<file path="config.mk">
export PLATFORM = sky130hd
export DESIGN_NAME = approx_fp_mul
export DESIGN_NICKNAME = d
export VERILOG_FILES = /design/src/rtl/fpm_pkg.sv /design/src/rtl/fpm_unpack.sv /design/src/rtl/fpm_log_mant.sv /design/src/rtl/fpm_pack.sv /design/src/rtl/approx_fp_mul.sv
export SDC_FILE = /design/constraint.sdc
export NUM_CORES = 1
export LEC_CHECK = 0
export CORE_UTILIZATION = 50
export CTS_BUF_LIST = sky130_fd_sc_hd__clkbuf_4 sky130_fd_sc_hd__clkbuf_8
export DETAILED_ROUTE_END_ITERATION = 6
export MAX_ROUTING_LAYER = met4
export PLACE_DENSITY = 0.78
export SLEW_MARGIN = 25
export SYNTH_ARGS = -nofsm -noshare
export SYNTH_HDL_FRONTEND = slang
export SYNTH_SLANG_ARGS = --single-unit
export TNS_END_PERCENT = 100
</file>
<file path="constraint.sdc">
create_clock -name clk -period 5.2 [get_ports clk]
set_input_delay 0.78 -clock clk [delete_from_list [all_inputs] [get_ports clk]]
set_output_delay 0.78 -clock clk [all_outputs]
set_load 0.01 [all_outputs]
</file>
<file path="src/rtl/fpm_pkg.sv">
package fpm_pkg;
  localparam int EXP_W  = 8;
  localparam int FRAC_W = 23;
  localparam int WORD_W = 1 + EXP_W + FRAC_W;
  localparam int BIAS   = (1 << (EXP_W - 1)) - 1;
  localparam int XW     = EXP_W + 2;

  typedef enum logic [1:0] {
    CLS_ZERO = 2'd0,
    CLS_NORM = 2'd1,
    CLS_INF  = 2'd2,
    CLS_NAN  = 2'd3
  } fpm_cls_e;

  typedef struct packed {
    logic              sign;
    logic [EXP_W-1:0]  exp;
    logic [FRAC_W-1:0] frac;
    fpm_cls_e          cls;
  } fpm_opnd_t;

  localparam logic [WORD_W-1:0] QNAN_WORD = {1'b0, {EXP_W{1'b1}}, 1'b1, {(FRAC_W-1){1'b0}}};
endpackage

</file>
<file path="src/rtl/fpm_unpack.sv">
module fpm_unpack
  import fpm_pkg::*;
(
  input  logic [WORD_W-1:0] word,
  output fpm_opnd_t         opnd
);
  logic [EXP_W-1:0]  e;
  logic [FRAC_W-1:0] f;

  assign e = word[WORD_W-2 -: EXP_W];
  assign f = word[FRAC_W-1:0];

  always_comb begin
    opnd.sign = word[WORD_W-1];
    opnd.exp  = e;
    opnd.frac = f;
    if (e == '0)
      opnd.cls = CLS_ZERO;
    else if (e == '1)
      opnd.cls = (f != '0) ? CLS_NAN : CLS_INF;
    else
      opnd.cls = CLS_NORM;
  end
endmodule

</file>
<file path="src/rtl/fpm_log_mant.sv">
module fpm_log_mant #(
  parameter int FW         = 23,
  parameter int TRUNC_BITS = 4
) (
  input  logic [FW-1:0] frac_a,
  input  logic [FW-1:0] frac_b,
  output logic [FW-1:0] frac_sum,
  output logic          carry
);
  logic [FW-1:0] ta, tb;

  generate
    if (TRUNC_BITS == 0) begin : g_full
      assign ta = frac_a;
      assign tb = frac_b;
    end else begin : g_trunc
      assign ta = {frac_a[FW-1:TRUNC_BITS], {TRUNC_BITS{1'b0}}};
      assign tb = {frac_b[FW-1:TRUNC_BITS], {TRUNC_BITS{1'b0}}};
    end
  endgenerate

  // log-domain product: fraction sum, carry selects the 2(a+b) branch
  assign {carry, frac_sum} = {1'b0, ta} + {1'b0, tb};
endmodule

</file>
<file path="src/rtl/fpm_pack.sv">
module fpm_pack
  import fpm_pkg::*;
(
  input  logic                 sign,
  input  fpm_cls_e             cls_a,
  input  fpm_cls_e             cls_b,
  input  logic signed [XW-1:0] exp_base,
  input  logic                 carry,
  input  logic [FRAC_W-1:0]    frac,
  output logic [WORD_W-1:0]    word
);
  localparam logic signed [XW-1:0] EXP_TOP = XW'((1 << EXP_W) - 1);

  logic signed [XW-1:0] exp_fin;
  logic is_nan, is_inf, is_zero;

  assign exp_fin = exp_base + $signed({{(XW-1){1'b0}}, carry});

  assign is_nan  = (cls_a == CLS_NAN) || (cls_b == CLS_NAN) ||
                   (cls_a == CLS_INF && cls_b == CLS_ZERO) ||
                   (cls_a == CLS_ZERO && cls_b == CLS_INF);
  assign is_inf  = (cls_a == CLS_INF) || (cls_b == CLS_INF);
  assign is_zero = (cls_a == CLS_ZERO) || (cls_b == CLS_ZERO);

  always_comb begin
    if (is_nan)
      word = QNAN_WORD;
    else if (is_inf || exp_fin >= EXP_TOP)
      word = {sign, {EXP_W{1'b1}}, {FRAC_W{1'b0}}};
    else if (is_zero || exp_fin <= $signed(XW'(0)))
      word = {sign, {(WORD_W-1){1'b0}}};
    else
      word = {sign, exp_fin[EXP_W-1:0], frac};
  end
endmodule

</file>
<file path="src/rtl/approx_fp_mul.sv">
module approx_fp_mul
  import fpm_pkg::*;
#(
  parameter int TRUNC_BITS = 4
) (
  input  logic              clk,
  input  logic              rst,
  input  logic              in_valid,
  input  logic [WORD_W-1:0] op_a,
  input  logic [WORD_W-1:0] op_b,
  output logic              res_valid,
  output logic [WORD_W-1:0] res
);
  localparam logic signed [XW-1:0] BIAS_S = XW'(BIAS);

  logic [WORD_W-1:0] words [2];
  fpm_opnd_t         opnd  [2];

  assign words[0] = op_a;
  assign words[1] = op_b;

  generate
    for (genvar g = 0; g < 2; g++) begin : g_unpack
      fpm_unpack u_unpack (.word(words[g]), .opnd(opnd[g]));
    end
  endgenerate

  logic [FRAC_W-1:0] sum_c;
  logic              carry_c;

  fpm_log_mant #(.FW(FRAC_W), .TRUNC_BITS(TRUNC_BITS)) u_mant (
    .frac_a  (opnd[0].frac),
    .frac_b  (opnd[1].frac),
    .frac_sum(sum_c),
    .carry   (carry_c)
  );

  // stage 1 registers
  logic                 s1_valid, s1_sign, s1_carry;
  fpm_cls_e             s1_cls_a, s1_cls_b;
  logic signed [XW-1:0] s1_exp;
  logic [FRAC_W-1:0]    s1_frac;

  always_ff @(posedge clk) begin
    if (rst) begin
      s1_valid <= 1'b0;
      s1_sign  <= 1'b0;
      s1_carry <= 1'b0;
      s1_cls_a <= CLS_ZERO;
      s1_cls_b <= CLS_ZERO;
      s1_exp   <= '0;
      s1_frac  <= '0;
    end else begin
      s1_valid <= in_valid;
      s1_sign  <= opnd[0].sign ^ opnd[1].sign;
      s1_carry <= carry_c;
      s1_cls_a <= opnd[0].cls;
      s1_cls_b <= opnd[1].cls;
      s1_exp   <= $signed({2'b00, opnd[0].exp}) + $signed({2'b00, opnd[1].exp}) - BIAS_S;
      s1_frac  <= sum_c;
    end
  end

  logic [WORD_W-1:0] packed_c;

  fpm_pack u_pack (
    .sign    (s1_sign),
    .cls_a   (s1_cls_a),
    .cls_b   (s1_cls_b),
    .exp_base(s1_exp),
    .carry   (s1_carry),
    .frac    (s1_frac),
    .word    (packed_c)
  );

  // stage 2 registers (outputs)
  always_ff @(posedge clk) begin
    if (rst) begin
      res_valid <= 1'b0;
      res       <= '0;
    end else begin
      res_valid <= s1_valid;
      res       <= packed_c;
    end
  end


  out_valid_lat_chk: assert property (@(posedge clk) disable iff (rst)
    in_valid |=> ##1 res_valid);


  nan_in_chk: assert property (@(posedge clk) disable iff (rst)
    (in_valid && op_a[WORD_W-2 -: EXP_W] == '1 && op_a[FRAC_W-1:0] != '0)
      |=> ##1 (res == QNAN_WORD));


  sign_xor_chk: assert property (@(posedge clk) disable iff (rst)
    (res_valid && res != QNAN_WORD) |-> res[WORD_W-1] == $past(op_a[WORD_W-1] ^ op_b[WORD_W-1], 2));


  no_overflow_chk: assert property (@(posedge clk) disable iff (rst)
    (res_valid && res[WORD_W-2 -: EXP_W] == '1) |-> (res[FRAC_W-1:0] == '0 || res == QNAN_WORD));


  no_subnormal_chk: assert property (@(posedge clk) disable iff (rst)
    (res_valid && res[WORD_W-2 -: EXP_W] == '0) |-> res[FRAC_W-1:0] == '0);

  generate
    if (TRUNC_BITS > 0) begin : g_trunc_chk

      trunc_low_chk: assert property (@(posedge clk) disable iff (rst)
        (res_valid && res[WORD_W-2 -: EXP_W] != '1) |-> res[TRUNC_BITS-1:0] == '0);
    end
  endgenerate
endmodule

</file>
==> key figures <==
STA
  • Setup slack after layout: 2.17 ns
  • Tmin final: 3.03 ns
  • Max-slew violation count: 0
  • Hold slack final: 0.442 ns
  • TNS Setup: 0 ns
  • RSZ-0062 raised after global routing: false
  • Tcrit/Tclk final: 58.4%
  • Slew headroom: 46.8%
  • Worst-Margin Slew: between 0.7 and 0.8 ns
  • Setup violators final: 0
  • Post-Route Skew: 0.00736 ns
  • Final hold violation count: 0
  • Max Freq: 329 MHz

Logic synthesis
  • Syn Inst Count: 412
  • Number of synthesized register bits: 65
  • Top post-synthesis cells by count: 65 x dfxtp_1, 41 x nor2_1, 36 x ha_1
  • Mapped Area: roughly 3700 sq um
  • Share of synthesized flip-flops with an asynchronous set or reset: 0%
  • Synth cell types: 56
  • Ys flop type: dfxtp_1
  • Synth area leaders: dfxtp_1 35%, ha_1 12%, nor2_1 4.2%
  • Top cell type's share of synthesized area: 35.4%
  • Syn avg cell area: 8.92 sq um
  • Area leader, netlist: dfxtp_1
  • Top-count cell post-synth: dfxtp_1
  • Number of synthesized flops with an enable pin: 0
  • Sequential element share of the synthesized area: 35.4%
  • Ys Warns: 0

Detailed routing
  • WL final: 8710 um
  • DRT Pass-1 Iters: 4
  • DR WL/cell: 14.3 um
  • Detailed Route Iter0 Violations: 178
  • Via-per-instance ratio: 5.38
  • Detail Route Antenna Nets: 0
  • DR DRC count: 0
  • Routed vias: 3274

CTS
  • Number of H-tree levels: 3
  • CTS Hold Bufs: 0
  • Max Buffers Root-to-Sink: 2
  • Skew-Pair Late Insertion Delay: between 0.3 and 0.4 ns
  • Setup Buffers After CTS: 0
  • Reg clk slew, reported paths: 0.07 ns
  • Clock root cell: clkbuf_8
  • CTS tree: built
  • Num CTS Buffers: 9
  • Post_cts resized: 0
  • Clock sink total: 65

Worst setup path
  • Worst setup EP type: flop
  • Crit-path max cell delay: around 0.48 ns
  • Crit Path Max Fanout: 3
  • R2r startpoint: s1_carry
  • Critical path required time: 5.43 ns
  • Bufs and invs on worst path: 2
  • Crit path from: op_a[4]
  • CP arrival: 3.26 ns
  • Delay-heaviest family, CP: compound AO/OA/AOI/OAI gates
  • FF-to-FF setup slack: 2.46 ns
  • CP Cell Sequence: clkdlybuf4s50_1 -> ha_1 -> inv_1 -> fa_1 -> nand2b_1 -> a21oi_1 -> nor2_1 -> o21ai_0 -> a31oi_1 -> mux2_2
  • Setup CP Type: primary input to flop
  • Worst path slowest cell: clkdlybuf4s50_1
  • Critical Path Start Type: primary input

Die
  • Initial core utilization: 52.9%
  • Die height: 87.7 um
  • Die footprint: between 7000 and 8000 sq um
  • Ports: 100
  • Core region area: 6940 sq um
  • Die width: 87.7 um
  • # rows: 30

Run
  • Max_cap viols: 0

Placement
  • IO Port Bufs: 95
  • GPL Wtd Cong: 0.935
  • Hpwl dp: approximately 7000 um
  • Post-Place Cells: 593
  • Place WS: between 1.5 and 2 ns

Hold path
  • Worst hold path type: flop to flop
  • Worst Hold Launch: s1_frac[15]

Layout
  • Post-Route Utilization: between 70% and 80%
  • Fillers: 548
  • Layout cells sized above 1: 9.36%
  • Area growth syn-to-layout: 34.3%
  • Ant. Diodes: 0
  • Post-route non-filler standard cell count: 609
  • Layout net count: 613

GRT
  • First-pass GRT wire length: 14500 um
  • Initial antenna violation count: 0
  • Largest net degree at the start of global routing: 51
  • Vias in the first global route: around 3100
  • GR Overflow Total: 0
  • Gr usage total: 25.1%

Power
  • Peak supply drop: 0.000144 V
  • Leak: 2.02 nW
  • Pwr Density: 287 nW/um^2

Outcome
  • Status: complete, no violations
[cells by family (layout without fill, tap and decap cells)]
group | Yosys count | count (layout) | share of synthesized area (%)
simple gates | 163 | 163 | 25.0
compound gates | 89 | 89 | 15.6
flops | 65 | 65 | 35.4
fa+ha+maj | 38 | 38 | 13.3
buf+inv | 28 | 126 | 3.57
xor+xnor | 22 | 22 | 5.24
mux | 6 | 6 | 1.80
other cells | 1 | 4 | 0.102
[metrics by stage]
stage	cell area [sq um]	total power, mW
6_report	4930	1.42
5_1_grt	4930	1.49
4_1_cts	4930	1.42
3_5_place_dp	4690	0.903
3_3_place_gp	4690	0.898
2_1_floorplan	3690	0.778
[area by class of cell]
cell class / count / area (sq um) / area share (%)
clock inverter: 7 / 125 / 2.54
tap: 96 / 120 / 2.43
multi-input combinational: 322 / 2250 / 45.7
clock buffer: 9 / 124 / 2.51
timing repair buffer: 96 / 958 / 19.4
inverter: 14 / 52.6 / 1.06
sequential: 65 / 1300 / 26.4
[state kept, by name (all words and copies together) (netlist names)]
| signal | count |
|---|---|
| res | 28 |
| res_valid | 1 |
| s1_carry | 1 |
| s1_cls_a | 2 |
| s1_cls_b | 2 |
| s1_exp | 10 |
| s1_frac | 19 |
| s1_sign | 1 |
| s1_valid | 1 |
[path summary, 6_finish.rpt]
kind,end,cells after the start
min,res[15],1
min reg2reg,res[15],1
max,s1_frac[20],10
max reg2reg,res[23],8
[power by group]
part | switching [mW] | total [mW] | internal, mW
clock network | 0.195 | 0.518 | 0.323
logic | 0.160 | 0.330 | 0.170
registers | 0.0296 | 0.569 | 0.540
total | 0.384 | 1.42 | 1.03
[cell usage in the layout, fill, tap and decap left out, types with 14 or more instances in the layout]
cell             count
a21oi_1             28
clkdlybuf4s50_1     95
dfxtp_1             65
ha_1                36
inv_1               14
nand2_1             26
nor2_1              41
nor2b_1             15
nor4_1              15
o21ai_0             15
[routing by layer]
layer	part of all wire [%]	wire, um	track usage [%]	vias up
li1	-	-	-	1661
met1	48	4160	33.4	1485
met2	46	3980	38.9	118
met3	5.2	449	3.39	10
met4	1.5	127	8.49	0
met5	0	0	-	-
Note: power is estimated with default switching activity, not from simulation.
